$ cat src/rtl/oled_boot_pkg.sv
package oled_boot_pkg;

   // Number of command bytes in the fixed configuration list.
   localparam int CFG_LEN = 31;

   // Sequencer phase.
   typedef enum logic [1:0] {
      PH_CFG  = 2'd0,
      PH_CLR  = 2'd1,
      PH_IDLE = 2'd2
   } phase_e;

   // Configuration command list. Multi-byte commands keep their argument
   // bytes directly after the opcode.
   function automatic logic [7:0] cfg_byte(input logic [4:0] idx);
      logic [7:0] b;
      case (idx)
         5'd0:  b = 8'hAE;   // panel off
         5'd1:  b = 8'hD5;   // clock divide / oscillator
         5'd2:  b = 8'h10;
         5'd3:  b = 8'hA8;   // multiplex ratio
         5'd4:  b = 8'h1F;
         5'd5:  b = 8'hD3;   // vertical offset
         5'd6:  b = 8'h00;
         5'd7:  b = 8'h40;   // start line zero
         5'd8:  b = 8'hAD;   // supply configuration
         5'd9:  b = 8'h8E;
         5'd10: b = 8'h20;   // addressing mode
         5'd11: b = 8'h02;   // page mode
         5'd12: b = 8'hA0;   // column map normal
         5'd13: b = 8'hC8;   // row scan reversed
         5'd14: b = 8'hDA;   // row pin layout
         5'd15: b = 8'h12;
         5'd16: b = 8'h91;   // drive pulse widths, four arguments
         5'd17: b = 8'h3F;
         5'd18: b = 8'h3F;
         5'd19: b = 8'h3F;
         5'd20: b = 8'h3F;
         5'd21: b = 8'h81;   // contrast
         5'd22: b = 8'hFF;
         5'd23: b = 8'h82;   // area brightness
         5'd24: b = 8'hFF;
         5'd25: b = 8'hD9;   // precharge phases
         5'd26: b = 8'hD2;
         5'd27: b = 8'hDB;   // deselect level
         5'd28: b = 8'h08;
         5'd29: b = 8'hA4;   // show memory content
         5'd30: b = 8'hA6;   // non-inverted
         default: b = 8'h00;
      endcase
      return b;
   endfunction

endpackage

$ cat src/rtl/oled_cfg_rom.sv
module oled_cfg_rom
   import oled_boot_pkg::*;
#(
   parameter int DATA_W = 8,
   parameter int IDX_W  = 5
) (
   input  logic [IDX_W-1:0]  idx,
   output logic [DATA_W-1:0] byte_o,
   output logic              last_o
);

   localparam int LAST_IDX = CFG_LEN - 1;

   generate
      if (IDX_W < $clog2(CFG_LEN)) begin : g_bad_idx
         $error("oled_cfg_rom: IDX_W too small for the command list");
      end
      if (DATA_W != 8) begin : g_bad_w
         $error("oled_cfg_rom: command bytes are eight bits wide");
      end
   endgenerate

   logic [4:0] rom_idx;
   logic [7:0] rom_byte;

   // The index is narrowed or widened to the five-bit table index.
   generate
      if (IDX_W >= 5) begin : g_idx_wide
         assign rom_idx = idx[4:0];
      end else begin : g_idx_narrow
         assign rom_idx = {{(5-IDX_W){1'b0}}, idx};
      end
   endgenerate

   assign rom_byte = cfg_byte(rom_idx);
   assign byte_o   = DATA_W'(rom_byte);
   assign last_o   = (idx == IDX_W'(LAST_IDX));

   // The index never points past the list while it is read.
   always_comb begin
      AST_ROM_INDEX: assert ($isunknown(idx) || idx <= IDX_W'(LAST_IDX));
   end

endmodule

$ cat src/rtl/oled_page_walker.sv
module oled_page_walker #(
   parameter int         N_PAGES       = 8,
   parameter int         PAGE_BYTES    = 132,
   parameter int         DATA_W        = 8,
   parameter logic [7:0] PAGE_CMD_BASE = 8'hB0
) (
   input  logic              clk,
   input  logic              rst_n,
   input  logic              clear,
   input  logic              step,
   output logic [DATA_W-1:0] byte_o,
   output logic              is_data_o,
   output logic              last_o
);

   localparam int PRE_LEN = 3;
   localparam int SPAN    = PAGE_BYTES + PRE_LEN;
   localparam int OFF_W   = $clog2(SPAN);
   localparam int PG_W    = (N_PAGES > 1) ? $clog2(N_PAGES) : 1;

   localparam logic [7:0] COL_LO_CMD = 8'h00;
   localparam logic [7:0] COL_HI_CMD = 8'h10;

   generate
      if (N_PAGES < 1 || N_PAGES > 16) begin : g_bad_pages
         $error("oled_page_walker: N_PAGES must be 1..16");
      end
      if (PAGE_BYTES < 1) begin : g_bad_bytes
         $error("oled_page_walker: PAGE_BYTES must be positive");
      end
   endgenerate

   logic [OFF_W-1:0] off_q;
   logic [PG_W-1:0]  pg;
   logic             wrap;
   logic             last_page;

   assign wrap = (off_q == OFF_W'(SPAN - 1));

   // Offset within a page: three preamble bytes, then the zero fill.
   always_ff @(posedge clk or negedge rst_n) begin
      if (!rst_n) begin
         off_q <= '0;
      end else if (clear) begin
         off_q <= '0;
      end else if (step) begin
         off_q <= wrap ? '0 : off_q + OFF_W'(1);
      end
   end

   // Page counter: only present when there is more than one page.
   generate
      if (N_PAGES > 1) begin : g_multi_page
         logic [PG_W-1:0] pg_q;
         always_ff @(posedge clk or negedge rst_n) begin
            if (!rst_n) begin
               pg_q <= '0;
            end else if (clear) begin
               pg_q <= '0;
            end else if (step && wrap) begin
               pg_q <= (pg_q == PG_W'(N_PAGES - 1)) ? '0 : pg_q + PG_W'(1);
            end
         end
         assign pg = pg_q;

         AST_PAGE_ASCEND: assert property (@(posedge clk) disable iff (!rst_n)
            (step && !clear && wrap && pg_q != PG_W'(N_PAGES - 1))
               |=> (pg_q == $past(pg_q) + PG_W'(1)));
         AST_PAGE_RANGE: assert property (@(posedge clk) disable iff (!rst_n)
            pg_q <= PG_W'(N_PAGES - 1));
      end else begin : g_single_page
         assign pg = '0;
      end
   endgenerate

   assign last_page = (pg == PG_W'(N_PAGES - 1));
   assign last_o    = last_page && wrap;
   assign is_data_o = (off_q >= OFF_W'(PRE_LEN));

   // Byte selection for the current offset.
   always_comb begin
      byte_o = '0;
      if (off_q == OFF_W'(0)) begin
         byte_o = DATA_W'(PAGE_CMD_BASE) | DATA_W'(pg);
      end else if (off_q == OFF_W'(1)) begin
         byte_o = DATA_W'(COL_LO_CMD);
      end else if (off_q == OFF_W'(2)) begin
         byte_o = DATA_W'(COL_HI_CMD);
      end else begin
         byte_o = '0;
      end
   end

   AST_OFF_RANGE: assert property (@(posedge clk) disable iff (!rst_n)
      off_q <= OFF_W'(SPAN - 1));
   AST_OFF_WRAP: assert property (@(posedge clk) disable iff (!rst_n)
      (step && !clear && wrap) |=> (off_q == '0));

endmodule

$ cat src/rtl/oled_boot_seq.sv
module oled_boot_seq
   import oled_boot_pkg::*;
#(
   parameter int         DATA_W        = 8,
   parameter int         N_PAGES       = 8,
   parameter int         PAGE_BYTES    = 132,
   parameter logic [7:0] PAGE_CMD_BASE = 8'hB0
) (
   input  logic              clk,
   input  logic              rst_n,
   input  logic              start,
   input  logic              tx_ready,
   output logic              tx_valid,
   output logic [DATA_W-1:0] tx_byte,
   output logic              tx_is_data,
   output logic              done
);

   localparam int CFG_IW = $clog2(CFG_LEN);

   generate
      if (DATA_W != 8) begin : g_bad_w
         $error("oled_boot_seq: DATA_W must be 8");
      end
   endgenerate

   phase_e            phase_q, phase_d;
   logic [CFG_IW-1:0] cfg_idx_q, cfg_idx_d;
   logic              done_q, done_d;
   logic              accept;
   logic              restart;

   logic [DATA_W-1:0] rom_byte;
   logic              rom_last;
   logic [DATA_W-1:0] walk_byte;
   logic              walk_is_data;
   logic              walk_last;

   oled_cfg_rom #(
      .DATA_W (DATA_W),
      .IDX_W  (CFG_IW)
   ) u_rom (
      .idx    (cfg_idx_q),
      .byte_o (rom_byte),
      .last_o (rom_last)
   );

   oled_page_walker #(
      .N_PAGES       (N_PAGES),
      .PAGE_BYTES    (PAGE_BYTES),
      .DATA_W        (DATA_W),
      .PAGE_CMD_BASE (PAGE_CMD_BASE)
   ) u_walk (
      .clk       (clk),
      .rst_n     (rst_n),
      .clear     (restart),
      .step      (accept && phase_q == PH_CLR),
      .byte_o    (walk_byte),
      .is_data_o (walk_is_data),
      .last_o    (walk_last)
   );

   assign tx_valid = (phase_q != PH_IDLE);
   assign accept   = tx_valid && tx_ready;
   assign restart  = (phase_q == PH_IDLE) && start;

   // Output selection: configuration bytes come from the list and clear
   // bytes from the page walker.
   always_comb begin
      tx_byte    = '0;
      tx_is_data = 1'b0;
      case (phase_q)
         PH_CFG: begin
            tx_byte    = rom_byte;
            tx_is_data = 1'b0;
         end
         PH_CLR: begin
            tx_byte    = walk_byte;
            tx_is_data = walk_is_data;
         end
         default: begin
            tx_byte    = '0;
            tx_is_data = 1'b0;
         end
      endcase
   end

   // Next-state logic. Nothing moves unless a byte is accepted, except
   // that a restart is taken from idle.
   always_comb begin
      phase_d   = phase_q;
      cfg_idx_d = cfg_idx_q;
      done_d    = 1'b0;
      case (phase_q)
         PH_CFG: begin
            if (accept) begin
               if (rom_last) begin
                  phase_d   = PH_CLR;
                  cfg_idx_d = '0;
               end else begin
                  cfg_idx_d = cfg_idx_q + CFG_IW'(1);
               end
            end
         end
         PH_CLR: begin
            if (accept && walk_last) begin
               phase_d = PH_IDLE;
               done_d  = 1'b1;
            end
         end
         default: begin
            if (start) begin
               phase_d   = PH_CFG;
               cfg_idx_d = '0;
            end
         end
      endcase
   end

   always_ff @(posedge clk or negedge rst_n) begin
      if (!rst_n) begin
         phase_q   <= PH_CFG;
         cfg_idx_q <= '0;
         done_q    <= 1'b0;
      end else begin
         phase_q   <= phase_d;
         cfg_idx_q <= cfg_idx_d;
         done_q    <= done_d;
      end
   end

   assign done = done_q;

   AST_HOLD_STALL: assert property (@(posedge clk) disable iff (!rst_n)
      (tx_valid && !tx_ready) |=> (tx_valid && $stable(tx_byte) && $stable(tx_is_data)));
   AST_FILL_ZERO: assert property (@(posedge clk) disable iff (!rst_n)
      (tx_valid && tx_is_data) |-> (tx_byte == '0));
   AST_DONE_PULSE: assert property (@(posedge clk) disable iff (!rst_n)
      done |=> !done);
   AST_DONE_QUIET: assert property (@(posedge clk) disable iff (!rst_n)
      done |-> !tx_valid);
   AST_CFG_IS_CMD: assert property (@(posedge clk) disable iff (!rst_n)
      (phase_q == PH_CFG) |-> !tx_is_data);
   AST_BUSY_IGNORE: assert property (@(posedge clk) disable iff (!rst_n)
      (tx_valid && start && !tx_ready) |=> $stable(tx_byte));

endmodule

$ cat config.mk
export PLATFORM = sky130hd
export DESIGN_NAME = oled_boot_seq
export DESIGN_NICKNAME = d
export VERILOG_FILES = /design/src/rtl/oled_boot_pkg.sv /design/src/rtl/oled_cfg_rom.sv /design/src/rtl/oled_page_walker.sv /design/src/rtl/oled_boot_seq.sv
export SDC_FILE = /design/constraint.sdc
export NUM_CORES = 1
export LEC_CHECK = 0
export ABC_AREA = 1
export CAP_MARGIN = 25
export CORE_MARGIN = 3
export CORE_UTILIZATION = 62
export CTS_CLUSTER_SIZE = 20
export DETAILED_ROUTE_END_ITERATION = 7
export GPL_TIMING_DRIVEN = 0
export PLACE_DENSITY = 0.85
export REMOVE_ABC_BUFFERS = 1
export SLEW_MARGIN = 10
export SYNTH_ARGS = -nofsm -noshare
export SYNTH_HDL_FRONTEND = slang
export SYNTH_SLANG_ARGS = --single-unit
$ cat constraint.sdc
create_clock -name clk -period 2.65 [get_ports clk]
set_input_delay 0.6625 -clock clk [delete_from_list [all_inputs] [get_ports clk]]
set_output_delay 0.6625 -clock clk [all_outputs]
set_load 0.01 [all_outputs]
Word-level counts from Yosys, hierarchy flattened --
Memory sizes are Yosys's and may differ from the RTL's. Cells that the tools add are included.
Operators by class: add/subtract/negate cells 3, magnitude comparators 1, equal/unequal tests 11, multiplexer cells 22, bitwise gates (word level) 1, reduce and logical (&&, ||, !) cells 14
Operators by type and width (count):
- $mux W8 | 5
- $mux W5 | 4
- $pmux W8 S2 | 1
- $pmux W5 S2 | 1
- $mux W3 | 3
- $add A8 B1 Y8 const B | 1
- $eq A8 B1 Y1 const B | 1
- $eq A8 B2 Y1 const B | 1
- $eq A8 B8 Y1 const B | 1
- $ge A8 B2 Y1 const B | 1
- $logic_not A8 Y1 | 1
- $mux W2 | 4
- $logic_and A1 B1 Y1 | 6
- $ne A2 B2 Y1 const B | 3
- $reduce_bool A2 Y1 | 3
- $add A5 B1 Y5 const B | 1
- $eq A5 B5 Y1 const B | 1
- $pmux W2 S2 | 1
- $reduce_and A4 Y1 | 1
- $add A3 B1 Y3 const B | 1
- $eq A3 B3 Y1 const B | 1
- $mux W1 | 3
- $reduce_and A3 Y1 | 1
- $reduce_bool A3 Y1 | 1
- 5 further kinds | 5
Word-level totals: register bits after elaboration 19, ROM bits 256, memories 1
Memories:
- (no name shown) | words 32, width 8, rd ports 1, clocked after Yosys merged registers in 0, wr ports 0, RTL line oled_boot_pkg.sv:17 | case (idx)

Logic depth before layout (Yosys ltp) --
word-level depth 6, mapped depth 10, depth with buffers taken out 10

Modules after synthesis --
A second synthesis with hierarchy kept.
Second synthesis, totals: cell total of the unflattened synthesis 313, area, all modules 1971.9 sq um
By module, submodules not included:
- oled_page_walker | times used 1, cells each 116, area each 858.3 sq um
- oled_boot_seq | times used 1, cells each 91, area each 595.6 sq um
- oled_cfg_rom | times used 1, cells each 106, area each 518.0 sq um

Least setup slack after synthesis --
No wires, ideal clock.
path type register -> output, start reg cfg_idx_q[0], end out tx_byte[5], arrival 1.406 ns, required time 1.987 ns, slack 0.582 ns, stages on the path, launching flop included 8, path through dfrtp_1 -> inv_1 -> ha_1 -> o21ai_0 -> nand2_1 -> a21oi_1 -> nand2_1 -> nand2_1
Between the ends: longest elaborated chain between the ends 2
Ends and longest elaborated chain:
- from (decl) | RTL line oled_boot_seq.sv:28 | logic [CFG_IW-1:0] cfg_idx_q, cfg_idx_d;
- from (signal assigned) | RTL line oled_boot_seq.sv:127 | cfg_idx_q <= cfg_idx_d;
- $mem_v2 Z32 W8
- $pmux W8 S2 | RTL line oled_boot_seq.sv:72 | case (phase_q)
- to (decl) | RTL line oled_boot_seq.sv:14 | output logic [DATA_W-1:0] tx_byte,
No other way between the ends.

Worst setup path in the final report --
start reg cfg_idx_q[0], end out tx_byte[7]
The elaborated chain is that of the path after synthesis.

==> impl_metrics.ini <==
[routing]
detailedRoute.firstIterationViolations = 228
detail_route_antenna_nets = 0
drt_pass1_iterations = 5
totalWireLength_um = 4810
vias = 2014
drcViolationCount = 0
via_per_inst = 6.22
wl_per_cell_um = 14.8

[layout]
finish.cell_count_without_fillers = 324
n_antenna_cell = 0
mostFrequentLayoutCell = sky130_fd_sc_hd__nand2_1
stdcell_area_um2 = 2040
flow.area_growth_from_synthesis_pct = 18.7
layout.nets = 313
fillerInstances = 198
final_core_area_utilization_pct = 79.5
mostFrequentLayoutCells = sky130_fd_sc_hd__nand2_1 (83), sky130_fd_sc_hd__nand3_1 (37), sky130_fd_sc_hd__inv_1 (26), sky130_fd_sc_hd__nor2_1 (22), sky130_fd_sc_hd__buf_4 (16)
drive_above_1_share_pct = 14.6

[clocking]
cts_tree = built
clock_latency_ns = 0.30
hold_buffers = 0
ctsLongestPathBuffers = 2
clockRootBuffer = sky130_fd_sc_hd__clkbuf_4
cts-htree-levels = 1
cts_made_buffers = 3
cts.sink_count = 19
clk_transition_reported_paths_ns = 0.11

[placed_design]
dp_hpwl_um = 2870
count_of_input_and_output_buffers = 14
preCtsSetupSlack_ns = -0.168
gpl.final_weighted_congestion = 0.954
placed_cells_incl_taps = 304
postPlaceCellArea_um2 = 1860

[synth]
yosys.area.top_type = sky130_fd_sc_hd__dfrtp_1
post_synthesis_cells = 268
postSynthRegisterBits = 19
synth.yosys.seq_area_share_pct = 27.6
synthArstFlopShare_pct = 100
synthDominantCellAreaShare_pct = 27.6
synth-main-ff-cell = sky130_fd_sc_hd__dfrtp_1
ys_types = 24
synth_area_um2 = 1720
synth.area.top_cells = sky130_fd_sc_hd__dfrtp_1 (28%), sky130_fd_sc_hd__nand2_1 (18%), sky130_fd_sc_hd__nand3_1 (11%)
synth-edff-count = 0
yosys_warnings = 0
synth.avg_cell_area_um2 = 6.42

[run_status]
result_of_the_run = completed

[timing]
fin_crit_ns = 2.63
clock_skew_ns = 0.00539
hold_violations = 0
finalSetupViolCount = 0
timing.slew.headroom_pct = 41.8
maxClockFrequency_ghz = 0.380
slew_at_the_pin_closest_to_its_max_slew_limit_ns = 0.870
final.setup.worst_slack_ns = 0.0200
post-route-period-util_pct = 99.2
timing_max_transition_violations_final = 0

[power_and_ir_drop]
static-leakage-power_nw = 1.09
post-layout-total-power_mw = 1.90
max-vdd-ir-drop_uv = 736
cell_pwr_density_nw_per_um2 = 932

[setup_path]
critPathKind = register to output port
worst_ep_required_time_ns = 1.99
cp.arrival_ns = 1.97
crit_path_max_fanout = 5
worst_setup_path_end_kind = output port
start_kind = register

[global_routing]
number_of_antenna_violations_at_the_first_check_in_global_routing = 0
grt_pass1_vias = 1659
grt.total_usage_pct = 28.9
first_pass_grt_wire_length_um = 7580
grt_start_max_net_pins = 20
global_route.overflow_total = 0

[die]
die_h_um = 58.7
dieWidth_um = 58.7
design.die.area_um2 = 3440
fp-row-count = 18
core_box_area_um2 = 2570
pin_count = 15
initial_util_pct = 67.0

[run]
cap_violations = 0

[worst_hold_path]
holdCritPathClass = register to register
state kept, by name (all words and copies together) (netlist names):
| signal | count |
|---|---|
| cfg_idx_q | 5 |
| phase_q | 2 |
| done | 1 |
| u_walk.off_q | 8 |
| u_walk.g_multi_page.pg_q | 3 |
worst max-delay path: stages, from the launching register on:
cell and delay, ns:
sky130_fd_sc_hd__dfrtp_2 0.42, sky130_fd_sc_hd__clkinv_4 0.10, sky130_fd_sc_hd__buf_4 0.16, sky130_fd_sc_hd__ha_1 0.20
sky130_fd_sc_hd__inv_1 0.05, sky130_fd_sc_hd__nand2_1 0.06, sky130_fd_sc_hd__nand3_1 0.12, sky130_fd_sc_hd__nand3_1 0.12
sky130_fd_sc_hd__nand2_1 0.12, sky130_fd_sc_hd__nand3_1 0.11, sky130_fd_sc_hd__nand2_1 0.08, sky130_fd_sc_hd__clkbuf_2 0.13
timing repair:
item,CTS,global route
pin swaps,1,1
resized for setup,24,9
buffers inserted,13,3
setup endpoints to repair,8,5
kinds of logic (layout without fill, tap and decap cells):
group | count (synthesis) | after routing | share of synthesized area [%]
flops | 19 | 19 | 27.6
xor+xnor | 2 | 2 | 1.02
fa+ha+maj | 14 | 14 | 10.2
buf+inv | 40 | 66 | 9.38
simple gates | 162 | 162 | 41.5
compound gates | 31 | 31 | 10.3
synth_stat cells, types with 2 or more instances:
cell	count
sky130_fd_sc_hd__xor2_1	2
sky130_fd_sc_hd__nand2_1	83
sky130_fd_sc_hd__o21ai_0	13
sky130_fd_sc_hd__buf_2	6
sky130_fd_sc_hd__o211ai_1	3
sky130_fd_sc_hd__inv_1	30
sky130_fd_sc_hd__nand4_1	11
sky130_fd_sc_hd__nand2_2	2
sky130_fd_sc_hd__inv_2	2
sky130_fd_sc_hd__dfrtp_1	19
sky130_fd_sc_hd__nor2_1	22
sky130_fd_sc_hd__nand3_1	38
sky130_fd_sc_hd__a21oi_1	11
sky130_fd_sc_hd__nor3_1	3
sky130_fd_sc_hd__ha_1	14
metrics by stage:
stage,TNS [ns],hold WS (ns)
after global routing,-0.0361,0.618
after global placement,-0.584,0.522
after CTS,0,0.555
after detailed placement,-0.819,0.530
after floorplan,0,0.367
final,0,0.574
cell type report:
type / instances / area, um^2 / area share, %
Multi-Input combinational cell: 209 / 1130 / 55.2
Tap cell: 30 / 37.5 / 1.84
Sequential cell: 19 / 480 / 23.5
Timing Repair Buffer: 30 / 239 / 11.7
Clock buffer: 4 / 26.3 / 1.29
Inverter: 32 / 131 / 6.43
path summary, 6_finish.rpt:
check	cells past startpoint	startpoint	to	slack (ns)
max	11	cfg_idx_q[0]	tx_byte[7]	0.02
min	2	u_walk.g_multi_page.pg_q[2]	u_walk.g_multi_page.pg_q[2]	0.57
max reg2reg	7	u_walk.off_q[0]	u_walk.g_multi_page.pg_q[1]	1.00
min reg2reg	2	u_walk.g_multi_page.pg_q[2]	u_walk.g_multi_page.pg_q[2]	0.57
max in group asynchronous	1	rst_n	cfg_idx_q[2]	1.21
min in group asynchronous	1	rst_n	u_walk.off_q[0]	0.84
per-layer routing:
metal	wire, um	vias up	global-route usage (%)
met3	529	40	3.29
met4	241	0	10.7
met1	2010	883	43.0
met5	0	-	0
li1	-	935	-
met2	2030	156	43.4
report_power, final:
| group | leakage [nW] | switching [mW] | internal, mW |
|---|---|---|---|
| sequential | 0.242 | 0.114 | 0.376 |
| clock | 0.0150 | 0.0919 | 0.0587 |
| combinational | 0.836 | 0.774 | 0.490 |
| total | 1.09 | 0.979 | 0.924 |
No activity file was read; power rests on OpenSTA's default activity.
